**src/rtl/imm_asm_pkg.sv**
```systemverilog
package imm_asm_pkg;

  localparam int WORD_W = 16;
  localparam int LANE_W = 32;

  typedef enum logic [0:0] {
    SEQ_IDLE    = 1'b0,
    SEQ_COLLECT = 1'b1
  } seq_state_e;

  // widen the low byte of a stream word, keeping its sign
  function automatic logic [LANE_W-1:0] widen_low_byte(input logic [WORD_W-1:0] w);
    return {{(LANE_W-8){w[7]}}, w[7:0]};
  endfunction

  // widen a whole stream word, keeping its sign
  function automatic logic [LANE_W-1:0] widen_half(input logic [WORD_W-1:0] w);
    return {{(LANE_W-WORD_W){w[WORD_W-1]}}, w};
  endfunction

  // first word lands in the upper half of a lane
  function automatic logic [LANE_W-1:0] join_words(input logic [WORD_W-1:0] hi,
                                                   input logic [WORD_W-1:0] lo);
    return {hi, lo};
  endfunction

  // stream words needed for a length; 0 marks an unsupported length
  function automatic int unsigned words_for_size(input int unsigned sz,
                                                 input int unsigned lanes);
    if (sz == 1 || sz == 2) return 1;
    if (sz != 0 && (sz % 4) == 0 && sz <= 4 * lanes) return sz / 2;
    return 0;
  endfunction

endpackage

```
**src/rtl/imm_size_decode.sv**
```systemverilog
module imm_size_decode
  import imm_asm_pkg::*;
#(
  parameter int LANES = 3,
  parameter int SZ_W  = 4,
  parameter int CNT_W = 3
) (
  input  logic [SZ_W-1:0]  size,
  output logic             legal,
  output logic [CNT_W-1:0] words
);

  int unsigned n_words;

  always_comb begin
    n_words = words_for_size(32'(size), LANES);
    words   = CNT_W'(n_words);
    legal   = (n_words != 0);
  end

endmodule

```
**src/rtl/imm_seq_ctrl.sv**
```systemverilog
module imm_seq_ctrl
  import imm_asm_pkg::*;
#(
  parameter int CNT_W = 3
) (
  input  logic             clk,
  input  logic             rst_n,
  input  logic             start,
  input  logic             legal,
  input  logic [CNT_W-1:0] need,
  input  logic             word_valid,
  input  logic             word_fault,
  output seq_state_e       state,
  output logic [CNT_W-1:0] cnt,
  output logic             word_ready,
  output logic             start_acc,
  output logic             word_acc,
  output logic             finish_evt,
  output logic             fault_evt,
  output logic             err_evt
);

  seq_state_e       state_q;
  logic [CNT_W-1:0] cnt_q;
  logic [CNT_W-1:0] need_q;

  assign state      = state_q;
  assign cnt        = cnt_q;
  assign word_ready = (state_q == SEQ_COLLECT);
  assign start_acc  = start && (state_q == SEQ_IDLE);
  assign word_acc   = word_valid && word_ready;
  assign fault_evt  = word_acc && word_fault;
  assign finish_evt = word_acc && !word_fault && ((cnt_q + CNT_W'(1)) == need_q);
  assign err_evt    = start_acc && !legal;

  always_ff @(posedge clk) begin
    if (!rst_n) begin
      state_q <= SEQ_IDLE;
      cnt_q   <= '0;
      need_q  <= '0;
    end else if (start_acc && legal) begin
      state_q <= SEQ_COLLECT;
      cnt_q   <= '0;
      need_q  <= need;
    end else if (fault_evt || finish_evt) begin
      state_q <= SEQ_IDLE;
    end else if (word_acc) begin
      cnt_q <= cnt_q + CNT_W'(1);
    end
  end

  AST_CNT_BELOW_NEED: assert property (@(posedge clk) disable iff (!rst_n)
    (state_q == SEQ_COLLECT) |-> (cnt_q < need_q));

  AST_BUSY_START_IGNORED: assert property (@(posedge clk) disable iff (!rst_n)
    (state_q == SEQ_COLLECT && !finish_evt && !fault_evt)
      |=> (state_q == SEQ_COLLECT) && $stable(need_q));

endmodule

```
**src/rtl/imm_lane_pack.sv**
```systemverilog
module imm_lane_pack
  import imm_asm_pkg::*;
#(
  parameter int LANES = 3,
  parameter int SZ_W  = 4,
  parameter int CNT_W = 3
) (
  input  logic                     clk,
  input  logic                     rst_n,
  input  logic                     clr,
  input  logic                     wr_en,
  input  logic [CNT_W-1:0]         wr_idx,
  input  logic [WORD_W-1:0]        wr_data,
  input  logic [SZ_W-1:0]          size,
  output logic [LANES*LANE_W-1:0]  lanes
);

  localparam int MAXW = 2 * LANES;

  logic [WORD_W-1:0] words_q [MAXW];
  logic [WORD_W-1:0] words_n [MAXW];

  // buffer as it will be once the incoming word is written
  always_comb begin
    for (int i = 0; i < MAXW; i++) begin
      words_n[i] = (wr_en && wr_idx == CNT_W'(i)) ? wr_data : words_q[i];
    end
  end

  always_ff @(posedge clk) begin
    if (!rst_n || clr) begin
      for (int i = 0; i < MAXW; i++) words_q[i] <= '0;
    end else if (wr_en) begin
      words_q[wr_idx] <= wr_data;
    end
  end

  // lane 0 depends on the length; the others are either filled or zero
  always_comb begin
    if (size == SZ_W'(1))      lanes[LANE_W-1:0] = widen_low_byte(words_n[0]);
    else if (size == SZ_W'(2)) lanes[LANE_W-1:0] = widen_half(words_n[0]);
    else                       lanes[LANE_W-1:0] = join_words(words_n[0], words_n[1]);
  end

  for (genvar k = 1; k < LANES; k++) begin : g_lane
    assign lanes[k*LANE_W +: LANE_W] = (32'(size) > 32'(4 * k))
                                       ? join_words(words_n[2*k], words_n[2*k+1])
                                       : '0;
  end

endmodule

```
**src/rtl/imm_operand_assembler.sv**
```systemverilog
module imm_operand_assembler
  import imm_asm_pkg::*;
#(
  parameter  int LANES = 3,
  localparam int SZ_W  = $clog2(4 * LANES + 1),
  localparam int CNT_W = $clog2(2 * LANES + 1),
  localparam int RES_W = LANES * 32
) (
  input  logic             clk,
  input  logic             rst_n,
  input  logic             start,
  input  logic [SZ_W-1:0]  op_size,
  input  logic             word_valid,
  input  logic [15:0]      word_data,
  input  logic             word_fault,
  output logic             word_ready,
  output logic             done,
  output logic             fault,
  output logic             size_err,
  output logic [SZ_W-1:0]  bytes_used,
  output logic [RES_W-1:0] result
);

  logic             size_legal;
  logic [CNT_W-1:0] size_words;
  seq_state_e       seq_state;
  logic [CNT_W-1:0] word_cnt;
  logic             start_acc, word_acc, finish_evt, fault_evt, err_evt;
  logic [SZ_W-1:0]  size_q;
  logic [RES_W-1:0] lanes_nxt;
  logic [CNT_W-1:0] need_q;

  logic             done_q, fault_q, err_q;
  logic [SZ_W-1:0]  bytes_q;
  logic [RES_W-1:0] result_q;

  imm_size_decode #(.LANES(LANES), .SZ_W(SZ_W), .CNT_W(CNT_W)) u_dec (
    .size  (op_size),
    .legal (size_legal),
    .words (size_words)
  );

  imm_seq_ctrl #(.CNT_W(CNT_W)) u_seq (
    .clk        (clk),
    .rst_n      (rst_n),
    .start      (start),
    .legal      (size_legal),
    .need       (size_words),
    .word_valid (word_valid),
    .word_fault (word_fault),
    .state      (seq_state),
    .cnt        (word_cnt),
    .word_ready (word_ready),
    .start_acc  (start_acc),
    .word_acc   (word_acc),
    .finish_evt (finish_evt),
    .fault_evt  (fault_evt),
    .err_evt    (err_evt)
  );

  imm_lane_pack #(.LANES(LANES), .SZ_W(SZ_W), .CNT_W(CNT_W)) u_pack (
    .clk     (clk),
    .rst_n   (rst_n),
    .clr     (start_acc),
    .wr_en   (word_acc && !word_fault),
    .wr_idx  (word_cnt),
    .wr_data (word_data),
    .size    (size_q),
    .lanes   (lanes_nxt)
  );

  always_ff @(posedge clk) begin
    if (!rst_n) begin
      size_q <= '0;
      need_q <= '0;
    end else if (start_acc) begin
      size_q <= op_size;
      need_q <= size_words;
    end
  end

  always_ff @(posedge clk) begin
    if (!rst_n) begin
      done_q   <= 1'b0;
      fault_q  <= 1'b0;
      err_q    <= 1'b0;
      bytes_q  <= '0;
      result_q <= '0;
    end else begin
      done_q  <= finish_evt || fault_evt || err_evt;
      fault_q <= fault_evt;
      err_q   <= err_evt;
      if (start_acc) begin
        bytes_q  <= '0;
        result_q <= '0;
      end else if (finish_evt) begin
        bytes_q  <= SZ_W'({need_q, 1'b0});
        result_q <= lanes_nxt;
      end else if (fault_evt) begin
        bytes_q  <= SZ_W'({word_cnt, 1'b0});
        result_q <= '0;
      end
    end
  end

  assign done       = done_q;
  assign fault      = fault_q;
  assign size_err   = err_q;
  assign bytes_used = bytes_q;
  assign result     = result_q;

  AST_DONE_SINGLE: assert property (@(posedge clk) disable iff (!rst_n)
    (done && !start) |=> !done);

  AST_RESULT_HELD: assert property (@(posedge clk) disable iff (!rst_n)
    (!start_acc && !finish_evt && !fault_evt) |=> $stable(result));

  AST_FAULT_WITH_DONE: assert property (@(posedge clk) disable iff (!rst_n)
    fault |-> (done && !size_err && result == '0));

  AST_ERR_NOTHING_USED: assert property (@(posedge clk) disable iff (!rst_n)
    size_err |-> (done && bytes_used == '0 && result == '0 && !word_ready));

  AST_IDLE_NOT_READY: assert property (@(posedge clk) disable iff (!rst_n)
    (seq_state == SEQ_IDLE) |-> !word_ready);

  AST_UNUSED_LANES_ZERO: assert property (@(posedge clk) disable iff (!rst_n)
    (done && !fault && !size_err && 32'(size_q) <= 32'd4)
      |-> (result[RES_W-1:32] == '0));

endmodule

```
**config.mk**
```make
export PLATFORM = sky130hd
export DESIGN_NAME = imm_operand_assembler
export DESIGN_NICKNAME = d
export VERILOG_FILES = /design/src/rtl/imm_asm_pkg.sv /design/src/rtl/imm_size_decode.sv /design/src/rtl/imm_seq_ctrl.sv /design/src/rtl/imm_lane_pack.sv /design/src/rtl/imm_operand_assembler.sv
export SDC_FILE = /design/constraint.sdc
export NUM_CORES = 1
export LEC_CHECK = 0
export BUFFER_PORTS_ARGS = -buffer_cell sky130_fd_sc_hd__buf_2
export CORE_UTILIZATION = 35
export CTS_BUF_LIST = sky130_fd_sc_hd__clkbuf_16
export DETAILED_ROUTE_END_ITERATION = 7
export PLACE_DENSITY = 0.51
export SETUP_SLACK_MARGIN = 0.05
export SLEW_MARGIN = 20
export SYNTH_ARGS = -nofsm -noshare
export SYNTH_HDL_FRONTEND = slang
export SYNTH_SLANG_ARGS = --single-unit
```
**constraint.sdc**
```tcl
create_clock -name clk -period 8.7 [get_ports clk]
set_input_delay 0.87 -clock clk [delete_from_list [all_inputs] [get_ports clk]]
set_output_delay 0.87 -clock clk [all_outputs]
set_load 0.02 [all_outputs]
```
==> impl_results.md <==
- Die width: 162 um
- Largest net degree at the start of global routing: 69
- Ys flop type: dfxtp_1
- Seq/Total Area, Yosys: 0.581
- Final Max Slew Viols: 0
- Status: finished clean
- CTS H-tree depth: 1
- # hold bufs at CTS: 0
- RePlAce Congestion: 0.772
- Sink Count: 212
- Area added between synthesis and finish: 19.2%
- Total leakage power: 4.41 nW
- Reg-to-reg startpoint: u_seq.state
- Yosys warnings: 0
- Largest family of logic cells by synthesized area: compound AO/OA/AOI/OAI gates
- Worst EP arrival: 3.69 ns
- Cells after synthesis: 806
- Routed via count: 6,498
- Synth Area in XOR/XNOR: 0.00587
- Post-synthesis compound-gate area fraction: 0.137
- Core ar.: 25,100 um^2
- Mapped Nets: 836
- Delay-heaviest family, CP: simple AND/OR/NAND/NOR gates
- Total power draw: 2.23 mW
- Yosys reg bits: 212
- Most frequent cell after synthesis: nor2_1
- Inst Count DP: 1,218
- RSZ-0062 raised after global routing: no
- Routed metal-1 wirelength: 12,200 um
- CP max stage delay: 0.85 ns
- Buf+Inv Stages, Crit Path: 2
- Max_slew headroom: 0.325
- Met2 Wirelength: 10,800 um
- CTS Buf Count: 25
- Final hold vios: 0
- Top Metal Used: met4
- Crit start category: input port
- R2r worst-path depth: 5
- CTS tree: done
- Final Cycle Share: 0.408
- Power per standard cell area: 209 nW/um^2
- Die area: 26,200 um^2
- Worst Setup Path Type: in -> reg
- Post-synth top area share: 0.322
- Cell row count: 58
- Area leader, netlist: edfxtp_1
- Netlist Area Pre-Place: 8960 um^2
- Detailed Routing Iterations Pass 1: 7
- Post-synth EDFFs: 96
- Clock Latency Late Sink: 0.52 ns
- Antenna violations before repair: 0
- First-pass GRT wire length: 37,700 um
- Final worst slack: 5.15 ns
- Die extent in y: 162 um
- Vias in the first global route: 6,214
- Slowest cell on crit path: nand2_1
- Mux share of post-synthesis cell area: 0.101
- IO Pins: 129
- Worst R2R Setup Slack: 5.18 ns
- Post-route cell area: 10,700 um^2
- Avg Cell Area, Syn: 11.1 um^2
- # port buffers: 127
- Peak VDD IR: 0.000134 V
- Diodes inserted: 0
- Setup WS pre-CTS: 4.18 ns
- Clk_skew: 0.0181 ns
- Post-Synth Adder-Cell Area: 0.00698
- Hold depth: 2
- CP startpoint: word_fault
- Post-CTS sizing: 0
- CP Capture Point: u_pack.words_q[0][3]
- 1st-iter DRT viols: 439
- Crit path cell chain: buf_2 -> and3b_1 -> inv_1 -> nor2_2 -> nand4_1 -> nand2_1
- Post-Route Setup TNS: 0 ns
- Worst-path maximum fanout: 20
- HPWL Detailed: 17,100 um
- Clock root buffer: clkbuf_16
- Final setup violation count: 0
- Nets: 945
- Fin cells: 1,263
- Setup bufs post-CTS: 0
- Yosys cell types: 54
- Initial Util: 0.357
- Ys async rst share: 0
- Vias/cell: 5.14
- Max clock buf depth: 3
- Post-Synth Simple-Gate Area: 0.130
- Crit Reg-Reg Endpoint: u_pack.words_q[0][3]
- Worst min path class: reg -> reg
- Antenna Nets Post-Route: 0
- Share of cells above drive strength 1: 0.224
- FMAX: 0.282 GHz
- MaxCap Viol Count: 0
- Period minus WS final: 3.55 ns
- Metal3 WL: 1220 um
- Required @ worst endpoint: 8.84 ns
- Grt total ovfl: 0
- Post-placement cell area: 9850 um^2
- WP depth: 6
- Actual slew at the worst max-slew pin: 1.01 ns
- Top cells by area, synth: edfxtp_1, dfxtp_1, mux2i_1, a2bb2oi_1, nor2_1
- Routed len/inst: 19.6 um
- Reg clk slew, reported paths: 0.06 ns
- WL final: 24,800 um
- CP endpoint kind: flip-flop
- Drt drc: 0
- GRT Overall Usage: 0.188
- Synth top cells by count: nor2_1, dfxtp_1, edfxtp_1
[power breakdown]
part | switching [mW] | internal, mW
registers | 0.0119 | 1.07
clock network | 0.421 | 0.608
logic | 0.0844 | 0.0386
total | 0.518 | 1.72
[kinds of logic after synthesis]
kind of cell    Yosys count
simple gates            264
flops                   212
compound gates          156
mux                      88
buf+inv                  74
xor+xnor                  6
fa+ha+maj                 5
other cells               1
[layout make-up]
type	instances	area (um^2)
Multi-Input combinational cell	520	3470
Clock buffer	28	701
Sequential cell	212	5200
Inverter	21	78.8
Clock inverter	17	118
Timing Repair Buffer	135	696
Tap cell	330	413
Fill cell	2477	14400
[registers in the layout, summed over array words and instances (netlist names), 3 cells and up]
name	flops
result	96
u_seq.cnt	3
need_q	3
size_q	4
bytes_used	3
u_pack.words_q	96
u_seq.need_q	3
[per-layer routing]
| metal | vias up | global-route usage |
|---|---|---|
| li1 | 3134 | - |
| met5 | - | 0 |
| met4 | 0 | 0.0545 |
| met2 | 190 | 0.284 |
| met3 | 42 | 0.0253 |
| met1 | 3132 | 0.277 |
[cells in the final DEF (no fill, tap or decap), types with 2 or more instances in the layout]
cell and count:
and3b_1 2, nor2_1 146, a2bb2oi_1 64, inv_1 20, clkinv_1 8, mux2i_1 67, a22o_1 4, nand3_1 7
clkbuf_16 28, nor4_1 2, dfxtp_1 116, xnor2_1 3, o211ai_1 14, o221ai_1 6, o22a_1 8, a21oi_1 26
clkinv_2 5, mux2_2 21, buf_4 8, nand3b_1 2, nand2b_1 9, nor3_1 4, ha_1 5, a21o_1 3
nand4_1 4, nand2_1 51, a32oi_1 2, buf_2 127, a32o_1 12, edfxtp_1 96, nor2_2 3, o21a_1 2
o21ai_0 4, xor2_1 3, and2_1 20, a211oi_1 3, nand2_2 2
[per-stage QoR]
step	hold slack (ns)	util
3_3_place_gp	0.440	0.392
2_1_floorplan	0.427	-
4_1_cts	0.453	0.425
6_report	0.448	0.425
5_1_grt	0.464	0.425
3_5_place_dp	0.442	0.392
[worst register-to-register path: stages (launching register included)]
cell	delay (ns)
dfxtp_1	0.46
and3b_1	0.35
inv_1	0.16
nor2_2	0.59
nand4_1	0.74
nand2_1	0.85
[worst min-delay path by stage]
stage | from | end
after floorplan | need_q[0] | need_q[0]
after CTS | result[27] | result[27]
after global routing | result[29] | result[29]
final | result[27] | result[27]
after global placement | need_q[0] | need_q[0]
after detailed placement | result[22] | result[22]
No activity file was read; power rests on OpenSTA's default activity.
